**config.mk**
```make
export PLATFORM = sky130hd
export DESIGN_NAME = phyctl_regbank
export DESIGN_NICKNAME = d
export VERILOG_FILES = /design/src/rtl/phyreg_pkg.sv /design/src/rtl/phyreg_sync.sv /design/src/rtl/phyreg_decode.sv /design/src/rtl/phyreg_cell.sv /design/src/rtl/phyctl_regbank.sv
export SDC_FILE = /design/constraint.sdc
export NUM_CORES = 1
export LEC_CHECK = 0
export ABC_AREA = 0
export ABC_CLOCK_PERIOD_IN_PS = 1600
export BUFFER_PORTS_ARGS = -buffer_cell sky130_fd_sc_hd__buf_2
export CORE_MARGIN = 4
export CORE_UTILIZATION = 52
export DETAILED_ROUTE_END_ITERATION = 10
export PLACE_DENSITY = 0.76
export SLEW_MARGIN = 20
export SYNTH_ARGS = -nofsm -noshare
export SYNTH_HDL_FRONTEND = slang
export SYNTH_SLANG_ARGS = --single-unit
```
**constraint.sdc**
```tcl
create_clock -name clk -period 1.6 [get_ports clk]
set_input_delay 0.16 -clock clk [delete_from_list [all_inputs] [get_ports clk]]
set_output_delay 0.16 -clock clk [all_outputs]
set_load 0.05 [all_outputs]
```
**src/rtl/phyreg_pkg.sv**
```systemverilog
package phyreg_pkg;
  localparam int unsigned STRIDE     = 4;
  localparam int unsigned PHY_REG    = 6;   // offset 0x18
  localparam int unsigned DLY_REG    = 0;   // offset 0x00
  localparam int unsigned PWR_BIT    = 0;
  localparam int unsigned DLLEN_BIT  = 1;
  localparam int unsigned DRV_LSB    = 4;
  localparam int unsigned DRV_W      = 3;
  localparam int unsigned FREQ_LSB   = 12;
  localparam int unsigned FREQ_W     = 2;
  localparam int unsigned OTEN_BIT   = 11;
  localparam int unsigned OTSEL_LSB  = 7;
  localparam int unsigned OTSEL_W    = 4;
  localparam int unsigned CAL_BIT    = 6;
  localparam int unsigned RDY_BIT    = 5;
  localparam int unsigned STAT_W     = 2;

  typedef struct packed {
    logic                 pwr_on;
    logic                 dll_en;
    logic [DRV_W-1:0]     drv;
    logic [FREQ_W-1:0]    freq;
    logic                 otap_en;
    logic [OTSEL_W-1:0]   otap_sel;
  } phy_ctl_t;
endpackage

```
**src/rtl/phyreg_sync.sv**
```systemverilog
module phyreg_sync #(
  parameter int unsigned WIDTH  = 2,
  parameter int unsigned STAGES = 2
) (
  input  logic             clk,
  input  logic             rst,
  input  logic [WIDTH-1:0] d_in,
  output logic [WIDTH-1:0] d_out
);
  logic [STAGES-1:0][WIDTH-1:0] chain;

  always_ff @(posedge clk) begin
    if (rst) begin
      chain <= '0;
    end else begin
      chain[0] <= d_in;
      for (int s = 1; s < STAGES; s++) begin
        chain[s] <= chain[s-1];
      end
    end
  end

  assign d_out = chain[STAGES-1];
endmodule

```
**src/rtl/phyreg_decode.sv**
```systemverilog
module phyreg_decode #(
  parameter int unsigned ADDR_W    = 8,
  parameter int unsigned NUM_CTRL  = 7,
  parameter int unsigned STAT_ADDR = 32
) (
  input  logic [ADDR_W-1:0]   addr,
  output logic [NUM_CTRL-1:0] ctrl_sel,
  output logic                stat_sel
);
  import phyreg_pkg::*;

  for (genvar i = 0; i < NUM_CTRL; i++) begin : g_sel
    assign ctrl_sel[i] = (addr == ADDR_W'(i * STRIDE));
  end

  assign stat_sel = (addr == ADDR_W'(STAT_ADDR));
endmodule

```
**src/rtl/phyreg_cell.sv**
```systemverilog
module phyreg_cell #(
  parameter int unsigned HALF_W = 16
) (
  input  logic              clk,
  input  logic              rst,
  input  logic              we,
  input  logic [HALF_W-1:0] bits,
  input  logic [HALF_W-1:0] mask,
  output logic [HALF_W-1:0] q
);
  always_ff @(posedge clk) begin
    if (rst) begin
      q <= '0;
    end else if (we) begin
      q <= (q & ~mask) | (bits & mask);
    end
  end
endmodule

```
**src/rtl/phyctl_regbank.sv**
```systemverilog
module phyctl_regbank #(
  parameter int unsigned ADDR_W      = 8,
  parameter int unsigned DATA_W      = 32,
  parameter int unsigned NUM_CTRL    = 7,
  parameter int unsigned STAT_ADDR   = 32,
  parameter int unsigned SYNC_STAGES = 2
) (
  input  logic              clk,
  input  logic              rst,
  input  logic              wr_en,
  input  logic [ADDR_W-1:0] wr_addr,
  input  logic [DATA_W-1:0] wr_data,
  input  logic              rd_en,
  input  logic [ADDR_W-1:0] rd_addr,
  output logic [DATA_W-1:0] rd_data,
  input  logic              cal_done_in,
  input  logic              dll_ready_in,
  output logic              pwr_on,
  output logic              dll_en,
  output logic [2:0]        drv_sel,
  output logic [1:0]        freq_sel,
  output logic              otap_en,
  output logic [3:0]        otap_sel
);
  import phyreg_pkg::*;

  localparam int unsigned HALF_W = DATA_W / 2;

  logic [NUM_CTRL-1:0]             wsel, rsel;
  logic                            wstat, rstat;
  logic [NUM_CTRL-1:0][HALF_W-1:0] regs;
  logic [STAT_W-1:0]               stat_s;
  logic [DATA_W-1:0]               rd_next;
  phy_ctl_t                        ctl;

  phyreg_decode #(.ADDR_W(ADDR_W), .NUM_CTRL(NUM_CTRL), .STAT_ADDR(STAT_ADDR)) i_wdec (
    .addr(wr_addr), .ctrl_sel(wsel), .stat_sel(wstat)
  );

  phyreg_decode #(.ADDR_W(ADDR_W), .NUM_CTRL(NUM_CTRL), .STAT_ADDR(STAT_ADDR)) i_rdec (
    .addr(rd_addr), .ctrl_sel(rsel), .stat_sel(rstat)
  );

  for (genvar i = 0; i < NUM_CTRL; i++) begin : g_reg
    phyreg_cell #(.HALF_W(HALF_W)) i_cell (
      .clk (clk),
      .rst (rst),
      .we  (wr_en & wsel[i]),
      .bits(wr_data[HALF_W-1:0]),
      .mask(wr_data[DATA_W-1:HALF_W]),
      .q   (regs[i])
    );
  end

  phyreg_sync #(.WIDTH(STAT_W), .STAGES(SYNC_STAGES)) i_sync (
    .clk  (clk),
    .rst  (rst),
    .d_in ({cal_done_in, dll_ready_in}),
    .d_out(stat_s)
  );

  always_comb begin
    rd_next = '0;
    for (int i = 0; i < NUM_CTRL; i++) begin
      if (rsel[i]) rd_next = rd_next | {{(DATA_W-HALF_W){1'b0}}, regs[i]};
    end
    if (rstat) begin
      rd_next[CAL_BIT] = stat_s[1];
      rd_next[RDY_BIT] = stat_s[0];
    end
  end

  always_ff @(posedge clk) begin
    if (rst) begin
      rd_data <= '0;
    end else if (rd_en) begin
      rd_data <= rd_next;
    end
  end

  assign ctl.pwr_on   = regs[PHY_REG][PWR_BIT];
  assign ctl.dll_en   = regs[PHY_REG][DLLEN_BIT];
  assign ctl.drv      = regs[PHY_REG][DRV_LSB +: DRV_W];
  assign ctl.freq     = regs[DLY_REG][FREQ_LSB +: FREQ_W];
  assign ctl.otap_en  = regs[DLY_REG][OTEN_BIT];
  assign ctl.otap_sel = regs[DLY_REG][OTSEL_LSB +: OTSEL_W];

  assign pwr_on   = ctl.pwr_on;
  assign dll_en   = ctl.dll_en;
  assign drv_sel  = ctl.drv;
  assign freq_sel = ctl.freq;
  assign otap_en  = ctl.otap_en;
  assign otap_sel = ctl.otap_sel;
endmodule

```
# Word level (Yosys, flattened, before mapping)
# Cells that the tools add are included.
[op_classes]
n_eq_ne = 13
mux = 8
n_bitwise = 29
n_reduce_logical = 2
[ops]
columns = ["operator", "count"]
rows = [
  ["two-way mux 32 bit", 5],
  ["OR 32 x 16 -> 32 bit", 5],
  ["AND 16 bit", 8],
  ["OR 16 bit", 8],
  ["== test 8 x 5 -> 1 bit (second input constant)", 6],
  ["== test 8 x 4 -> 1 bit (second input constant)", 4],
  ["two-way mux 16 bit", 2],
  ["== test 8 x 3 -> 1 bit (second input constant)", 2],
  ["logical NOT 8 bit", 2],
  ["inverter 16 bit", 1],
  ["== test 8 x 6 -> 1 bit (second input constant)", 1],
  ["AND 1 bit", 7],
  ["two-way mux 2 bit", 1],
]
[word_totals]
regBits = 148
inputBits = 54
word_cells = 62

# Depth between registers and ports, before layout
# Gate-level depths: netlist of the first run.
[logic_depth]
word_depth = 15
ltp_mapped = 6
mapped_depth_nobuf = 4

# By module
# Synthesis of the first run repeated with hierarchy kept, for this count alone.
[hier_totals]
hier_cells = 681
hier_area_um2 = 6691.4
[modules_own_cells]
columns = ["mod", "instances", "cells_per_inst", "area_each_um2", "seq_area_each_um2"]
rows = [
  ["phyreg_cell", 7, 69, 710.7, 320.3],
  ["phyctl_regbank", 1, 158, 1383.8, 320.3],
  ["phyreg_decode", 2, 15, 106.4, 0.0],
  ["phyreg_sync", 1, 10, 120.1, 80.1],
]

# Worst setup path after synthesis of the first run
# OpenSTA, ideal clock, no wires.
[synth_timing]
path_type = "input to register"
start = "input rd_addr[1]"
end = "register rd_data[5]"
t_arrival_ps = 1390
required_ps = 1477
setup_slack_ps = 88
path_stages = 4
path_buffers = 0
cell_sequence = "or4_4 or4_4 o211ai_2 o21ai_1"
[synth_between]
elab_chain_cells = 15
elab_cells_between_ends = 22
cone_classes = "eq/ne: 7; mux: 8; bitwise: 6; reduce/logical: 1"
[synth_lines]
columns = ["element", "line_no", "source"]
rows = [
  ["start, declared", "phyctl_regbank.sv:14", "input logic [ADDR_W-1:0] rd_addr,"],
  ["logical NOT 8 bit", "phyreg_decode.sv:13", "assign ctrl_sel[i] = (addr == ADDR_W'(i * STRIDE));"],
  ["two-way mux 16 bit", "phyctl_regbank.sv:65", "if (rsel[i]) rd_next = rd_next | {{(DATA_W-HALF_W){1'b0}}, regs[i]};"],
  ["OR 16 bit", "phyctl_regbank.sv:65", ""],
  ["two-way mux 16 bit", "phyctl_regbank.sv:65", ""],
  ["OR 32 x 16 -> 32 bit", "phyctl_regbank.sv:65", ""],
  ["two-way mux 32 bit", "phyctl_regbank.sv:65", ""],
  ["OR 32 x 16 -> 32 bit", "phyctl_regbank.sv:65", ""],
  ["two-way mux 32 bit", "phyctl_regbank.sv:65", ""],
  ["OR 32 x 16 -> 32 bit", "phyctl_regbank.sv:65", ""],
  ["two-way mux 32 bit", "phyctl_regbank.sv:65", ""],
  ["OR 32 x 16 -> 32 bit", "phyctl_regbank.sv:65", ""],
  ["two-way mux 32 bit", "phyctl_regbank.sv:65", ""],
  ["OR 32 x 16 -> 32 bit", "phyctl_regbank.sv:65", ""],
  ["two-way mux 32 bit", "phyctl_regbank.sv:65", ""],
  ["two-way mux 2 bit *", "phyctl_regbank.sv:67", "if (rstat) begin"],
  ["end signal, assigned", "phyctl_regbank.sv:77", "rd_data <= rd_next;"],
  ["end, declared", "phyctl_regbank.sv:15", "output logic [DATA_W-1:0] rd_data,"],
]
# Every way passes the cells marked *; elsewhere a longest branch is shown, timed or not.
# A chain may end at the register's enable or synchronous reset.

# Worst setup path in the final report of the first run
[layout_timing]
start = "input rd_addr[1]"
end = "register rd_data[15]"
[layout_between]
elab_chain_cells = 14
elab_cells_between_ends = 20
cone_classes = "eq/ne: 6; mux: 7; bitwise: 6; reduce/logical: 1"
[layout_lines]
columns = ["element", "line_no"]
rows = [
  ["logical NOT 8 bit", "phyreg_decode.sv:13"],
  ["two-way mux 16 bit", "phyctl_regbank.sv:65"],
  ["OR 16 bit", "phyctl_regbank.sv:65"],
  ["two-way mux 16 bit", "phyctl_regbank.sv:65"],
  ["OR 32 x 16 -> 32 bit", "phyctl_regbank.sv:65"],
  ["two-way mux 32 bit", "phyctl_regbank.sv:65"],
  ["OR 32 x 16 -> 32 bit", "phyctl_regbank.sv:65"],
  ["two-way mux 32 bit", "phyctl_regbank.sv:65"],
  ["OR 32 x 16 -> 32 bit", "phyctl_regbank.sv:65"],
  ["two-way mux 32 bit", "phyctl_regbank.sv:65"],
  ["OR 32 x 16 -> 32 bit", "phyctl_regbank.sv:65"],
  ["two-way mux 32 bit", "phyctl_regbank.sv:65"],
  ["OR 32 x 16 -> 32 bit", "phyctl_regbank.sv:65"],
  ["two-way mux 32 bit *", "phyctl_regbank.sv:65"],
]
# Marks and branches as above.

==> results.py, run 1 <==
metrics = {
    "run_status": {
        "status": "finished clean",
    },
    "cts": {
        "h-tree-depth": 4,
        "clk_path_buf_depth": 2,
        "clk_pin_slew_ps": 60,
        "clkLatencyLatePin_ps": 420,
        "cts_root_buf": "clkbuf_16",
        "cts_sinks": 132,
        "cts_tree": "yes",
        "post_cts_buffers": 0,
        "numCtsBuffers": 17,
    },
    "setup_path": {
        "slowest_stage": "or4_4",
        "worstSetupPathType": "in -> reg",
        "rrSetupSlack_ps": 340,
        "cp_max_fo": 5,
        "cp.depth": 5,
        "crit_required_ps": 1920,
        "path_cells": "buf_2 -> or4_4 -> nor3_2 -> a21boi_0 -> a311oi_1",
        "startpoint_type": "primary input",
        "critPathMaxStageDelay_ps": 570,
        "worstSetupEndpointType": "flip-flop",
        "rr_endpoint": "rd_data[1]",
        "path_buf_inv": 1,
        "r2r_cells": 4,
        "crit_family": "simple AND/OR/NAND/NOR gates",
        "crit_arrival_ps": 1710,
    },
    "power": {
        "p_seq_frac": 0.421,
        "p_leak_nw": 3.634,
        "swShare": 0.2483,
        "power_frac_clock": 0.482,
        "switchingPower_mw": 1.956,
        "p_per_area_mw_per_mm2": 979.6,
        "ir_worst_vdd_uv": 1105,
        "combPwrFrac": 0.096,
        "p_int_mw": 5.922,
    },
    "layout": {
        "diodes": 0,
        "fill_cells": 1040,
        "final_nets": 864,
        "stdcell_area_sq_mm": 0.008043,
        "final_common_cell": "dfxtp_1",
        "final_cell_mix": "132 x dfxtp_1, 114 x nor2_1, 112 x mux2i_1",
        "stdcell_count": 995,
        "area_growth_pct": 18.82,
        "drive_gt1_frac": 0.2357,
    },
    "yosys": {
        "synth_area_per_cell_sq_um": 8.942,
        "ys_types": 55,
        "ys.flop_type": "dfxtp_1",
        "netlist_instances": 757,
        "synth_seq_area_share": 0.3904,
        "yosys_warnings": 0,
        "async_flop_share": 0,
        "synth-seq-cells": 132,
        "synth_edf_count": 0,
        "netlist_area_sq_mm": 0.006769,
    },
    "placement": {
        "dp.cells": 961,
        "gp_congestion": 0.9179,
        "io_buffers": 81,
        "dp_hpwl_microns": 12340,
        "dpl-instance-area_sq_mm": 0.007443,
    },
    "hold_path": {
        "worst_hold_path_type": "in -> reg",
        "min-delay-start": "wr_data[10]",
        "holdPathStages": 3,
    },
    "floorplan": {
        "die_h_microns": 122.1,
        "coreArea_sq_mm": 0.01267,
        "pin_count": 98,
        "dieArea_sq_mm": 0.01491,
        "fp-row-count": 41,
        "die_w_microns": 122.1,
        "start_util": 0.5342,
    },
    "route": {
        "first_iter_violations": 683,
        "wl_per_cell_microns": 19.08,
        "vias": 6141,
        "dr.pass1.iters": 5,
        "via_per_inst": 6.172,
        "wirelength_microns": 18990,
        "final_antenna_net_count": 0,
        "drc_errors": 0,
    },
    "run": {
        "drv_cap": 0,
    },
    "sta": {
        "slew_viol_final": 0,
        "rsz0062_at_grt": "no",
        "setup_viol_count_final": 0,
        "hold_viol_final": 0,
        "period_share": 0.8724,
        "finClkSkew_ps": 5.108,
        "fin_crit_ps": 1396,
        "fmax_ghz": 0.7164,
    },
    "grt": {
        "grt_pass1_vias": 6108,
        "antenna_found_initial": 1,
        "grt_usage": 0.2610,
        "overflow": 0,
        "grt_max_degree": 53,
        "grt_pass1_wl_microns": 30570,
    },
}
## through the flow
step	utilization	setup slack [ps]	power (mW)	TNS, ps	hold slack, ps
floorplan	-	87.67	3.848	0	288.2
global placement	0.5874	-100.6	4.113	-516.8	367.7
detailed placement	0.5874	-228.7	4.130	-695.6	374.4
CTS	0.6347	241.5	7.915	0	34.25
global route	0.6347	169.0	8.102	0	70.22
finish	0.6347	204.2	7.878	0	56.43
## timing repair
item	CTS	global route
endpoints found under the hold margin	2	0
gates resized for setup	0	0
hold buffers	2	0
## routing by layer
metal / vias to the layer above / wire length, microns / global-route usage / share of wire
met4: 2 / 441 / 0.1232 / 0.023
met3: 43 / 1480 / 0.05757 / 0.078
li1: 2836 / - / - / -
met1: 2967 / 7523 / 0.3135 / 0.40
met2: 293 / 9529 / 0.4441 / 0.50
met5: - / 13 / 0 / 0.00068
## synth_stat cells, drive strengths merged, types with 2 or more instances
library cell | number | area share
nor2b | 11 | 0.010
mux2 | 16 | 0.027
a21bo | 13 | 0.019
mux2i | 112 | 0.17
or4 | 2 | 0.0033
a32o | 2 | 0.0030
mux4 | 2 | 0.0067
nor4 | 2 | 0.0028
nor4b | 2 | 0.0044
and2 | 2 | 0.0018
o221ai | 3 | 0.0039
buf | 46 | 0.042
nor3b | 5 | 0.0063
o2bb2ai | 2 | 0.0026
nand3 | 24 | 0.018
a311oi | 9 | 0.012
o32ai | 2 | 0.0026
nand4 | 96 | 0.089
nor2 | 115 | 0.064
o22a | 4 | 0.0052
o211ai | 2 | 0.0030
a31oi | 3 | 0.0028
o21ai | 11 | 0.0081
a41oi | 2 | 0.0026
nand2b | 5 | 0.0046
a22o | 3 | 0.0039
a21boi | 3 | 0.0033
a211oi | 2 | 0.0022
or3 | 3 | 0.0028
a21oi | 18 | 0.013
nand2 | 10 | 0.0055
a21o | 3 | 0.0033
dfxtp | 132 | 0.39
a22oi | 12 | 0.013
nor3 | 5 | 0.0044
clkbuf | 59 | 0.036
inv | 5 | 0.0028
## area by class of cell
type	count	area, sq um	area share
inverters	5	18.77	0.002334
clock buffers	22	474.2	0.05896
repair buffers	124	898.4	0.1117
multi-input cells	530	3689	0.4586
flip-flops and latches	132	2643	0.3286
clock inverters	10	105.1	0.01307
well taps	172	215.2	0.02676
## power groups by stage
stage                     clock, mW  combinational [mW]  sequential, mW
after floorplan                   0               0.418            3.43
after global placement            0               0.723            3.39
after detailed placement          0               0.740            3.39
after CTS                      3.85               0.745            3.32
after global routing           3.98               0.801            3.32
final                          3.80               0.759            3.32
## worst min-delay path, delay by kind of cell
kind	cells	cell delay (ps)
AOI/OAI and AO/OA	1	60
and+or+nand+nor	1	70
buffers and inverters	1	140
## kinds of logic (layout without fill, tap and decap cells)
kind of cell	count (synthesis)	count (layout)	share of synthesized area
and+or+nand+nor	285	285	0.2198
buffers and inverters	110	161	0.08004
muxes	130	130	0.1989
DFF	132	132	0.3904
other	1	16	0.0005540
AOI/OAI and AO/OA	99	99	0.1104
## worst max-delay path by stage
stage / start / endpoint
after floorplan: rd_addr[1] / rd_data[5]
after global placement: rd_addr[1] / rd_data[2]
after detailed placement: rd_addr[1] / rd_data[15]
after CTS: rd_addr[1] / rd_data[15]
after global routing: rd_addr[1] / rd_data[15]
final: rd_addr[1] / rd_data[15]
(Power assumes the default switching activity.)
==> run 2: changes to the inputs <==
- CELL_PAD_IN_SITES_DETAIL_PLACEMENT: default -> 0
- CELL_PAD_IN_SITES_GLOBAL_PLACEMENT: default -> 1
- CORE_UTILIZATION: 52 -> 39
- PLACE_DENSITY: 0.76 -> default
- PLACE_DENSITY_LB_ADDON: default -> 0.1
==> results.py, run 2 (synthesis gave the netlist of run 1 again) <==
metrics = {
    "layout": {
        "final_util": 0.4849,
        "diodes": 0,
        "drive_gt1_frac": 0.2425,
        "final_common_cell": "dfxtp_1",
        "area_growth_pct": 20.48,
        "final_nets": 870,
        "fill_cells": 1633,
        "final_cell_mix": "132 x dfxtp_1, 114 x nor2_1, 112 x mux2i_1",
    },
    "floorplan": {
        "die_h_microns": 139.7,
        "start_util": 0.4025,
        "dieArea_sq_mm": 0.01953,
        "die_w_microns": 139.7,
        "fp-row-count": 47,
        "pin_count": 98,
        "coreArea_sq_mm": 0.01682,
    },
    "sta": {
        "fmax_ghz": 0.6903,
        "rsz0062_at_grt": "no",
        "hold_viol_final": 0,
        "fin_ws_ps": 151.3,
        "fin_crit_ps": 1449,
        "setup_tns_ps": 0,
        "period_share": 0.9054,
        "setup_viol_count_final": 0,
        "finClkSkew_ps": 5.673,
        "slew_viol_final": 0,
        "whs_ps": 56.74,
    },
    "route": {
        "dr.pass1.iters": 5,
        "dr_wl_met2_microns": 10140,
        "drc_errors": 0,
        "wl_met3_microns": 982,
        "final_antenna_net_count": 0,
        "first_iter_violations": 397,
        "wirelength_microns": 20670,
        "wl_met1_microns": 9182,
        "via_per_inst": 5.686,
        "wl_per_cell_microns": 19.70,
        "highest_layer": "met4",
        "vias": 5965,
    },
    "setup_path": {
        "crit_required_ps": 1900,
        "critPathMaxStageDelay_ps": 450,
        "path_cells": "mux4_2 -> o21ai_0 -> buf_4 -> o32ai_1",
        "cp_max_fo": 3,
        "crit_arrival_ps": 1740,
        "worstSetupEndpointType": "flip-flop",
        "cp.depth": 4,
        "worstSetupPathType": "reg -> reg",
        "rr_endpoint": "rd_data[10]",
        "r2r_cells": 4,
        "rrSetupSlack_ps": 150,
        "startpoint_type": "flip-flop",
        "path_buf_inv": 1,
        "slowest_stage": "mux4_2",
        "crit_family": "multiplexers",
        "crit_end": "rd_data[10]",
    },
    "placement": {
        "io_buffers": 81,
        "pre_cts_slack_ps": -140.6,
        "gp_congestion": 0.8070,
        "dp_hpwl_microns": 13450,
    },
    "cts": {
        "clkLatencyLatePin_ps": 420,
        "h-tree-depth": 4,
        "cts_root_buf": "clkbuf_16",
        "numCtsBuffers": 17,
        "clk_path_buf_depth": 2,
        "cts_sinks": 132,
        "post_cts_buffers": 0,
        "clk_pin_slew_ps": 60,
        "cts_tree": "yes",
    },
    "power": {
        "switchingPower_mw": 1.982,
        "p_seq_frac": 0.410,
        "ir_worst_vdd_uv": 775.2,
        "p_leak_nw": 3.676,
        "finalPower_mw": 8.106,
        "p_int_mw": 6.124,
        "power_frac_clock": 0.495,
        "swShare": 0.2445,
        "p_per_area_mw_per_mm2": 993.9,
        "combPwrFrac": 0.095,
    },
    "grt": {
        "grt_pass1_wl_microns": 32910,
        "antenna_found_initial": 0,
        "grt_pass1_vias": 6162,
        "overflow": 0,
        "grt_usage": 0.2091,
        "grt_max_degree": 55,
    },
    "hold_path": {
        "worst_hold_path_type": "in -> reg",
    },
    "run": {
        "drv_cap": 0,
    },
    "run_status": {
        "status": "finished clean",
    },
}
-- run 2: cell types whose count changed in the layout (fill, tap and decap cells not counted), sizes merged --
cell      change
buf           +6
bufinv        +1
clkinvlp      -1
-- run 2: power by group through the flow --
stage | registers, mW | logic [mW] | clock network (mW)
6_report | 3.32 | 0.774 | 4.01
5_1_grt | 3.32 | 0.817 | 4.26
4_1_cts | 3.32 | 0.768 | 4.10
3_5_place_dp | 3.39 | 0.762 | 0
3_3_place_gp | 3.39 | 0.749 | 0
2_1_floorplan | 3.43 | 0.418 | 0
-- run 2: how the worst min path moves through the flow --
stage,start,end,depth (start not counted),slack (ps)
5_1_grt,wr_data[5],flip-flop,3,60
3_5_place_dp,cal_done_in,i_sync.chain[1],2,380
2_1_floorplan,dll_ready_in,i_sync.chain[0],1,290
4_1_cts,wr_data[5],flip-flop,3,40
6_report,wr_data[5],flip-flop,3,60
3_3_place_gp,cal_done_in,i_sync.chain[1],2,370
-- run 2: tightest hold or removal path, delay by kind of cell --
| family | cells | cell delay, ps |
|---|---|---|
| AOI/OAI and AO/OA | 1 | 50 |
| buffers and inverters | 1 | 140 |
| and+or+nand+nor | 1 | 70 |
-- run 2: timing repair --
action | in CTS | in global routing
hold buffers | 2 | 0
gates resized for setup | 0 | 0
hold endpoints to repair | 2 | 0
-- run 2: final cells by class --
cell class | instances | area (sq um) | share of cell area
Clock inverter | 10 | 127.6 | 0.01565
Multi-Input combinational cell | 530 | 3689 | 0.4523
Clock buffer | 22 | 484.2 | 0.05937
Timing Repair Buffer | 130 | 918.4 | 0.1126
Tap cell | 220 | 275.3 | 0.03375
Inverter | 5 | 18.77 | 0.002301
Sequential cell | 132 | 2643 | 0.3240
-- run 2: stage by stage --
stage | instances | instance area (sq um)
2_1_floorplan | 772 | 6825
6_report | 1049 | 8155
3_3_place_gp | 1015 | 7523
3_5_place_dp | 1015 | 7523
4_1_cts | 1049 | 8155
5_1_grt | 1049 | 8155
-- run 2: layer usage --
layer | up-vias | global-route usage
met4 | 0 | 0.07343
met3 | 26 | 0.03877
met5 | - | 0
li1 | 2856 | -
met1 | 2921 | 0.2698
met2 | 162 | 0.3507
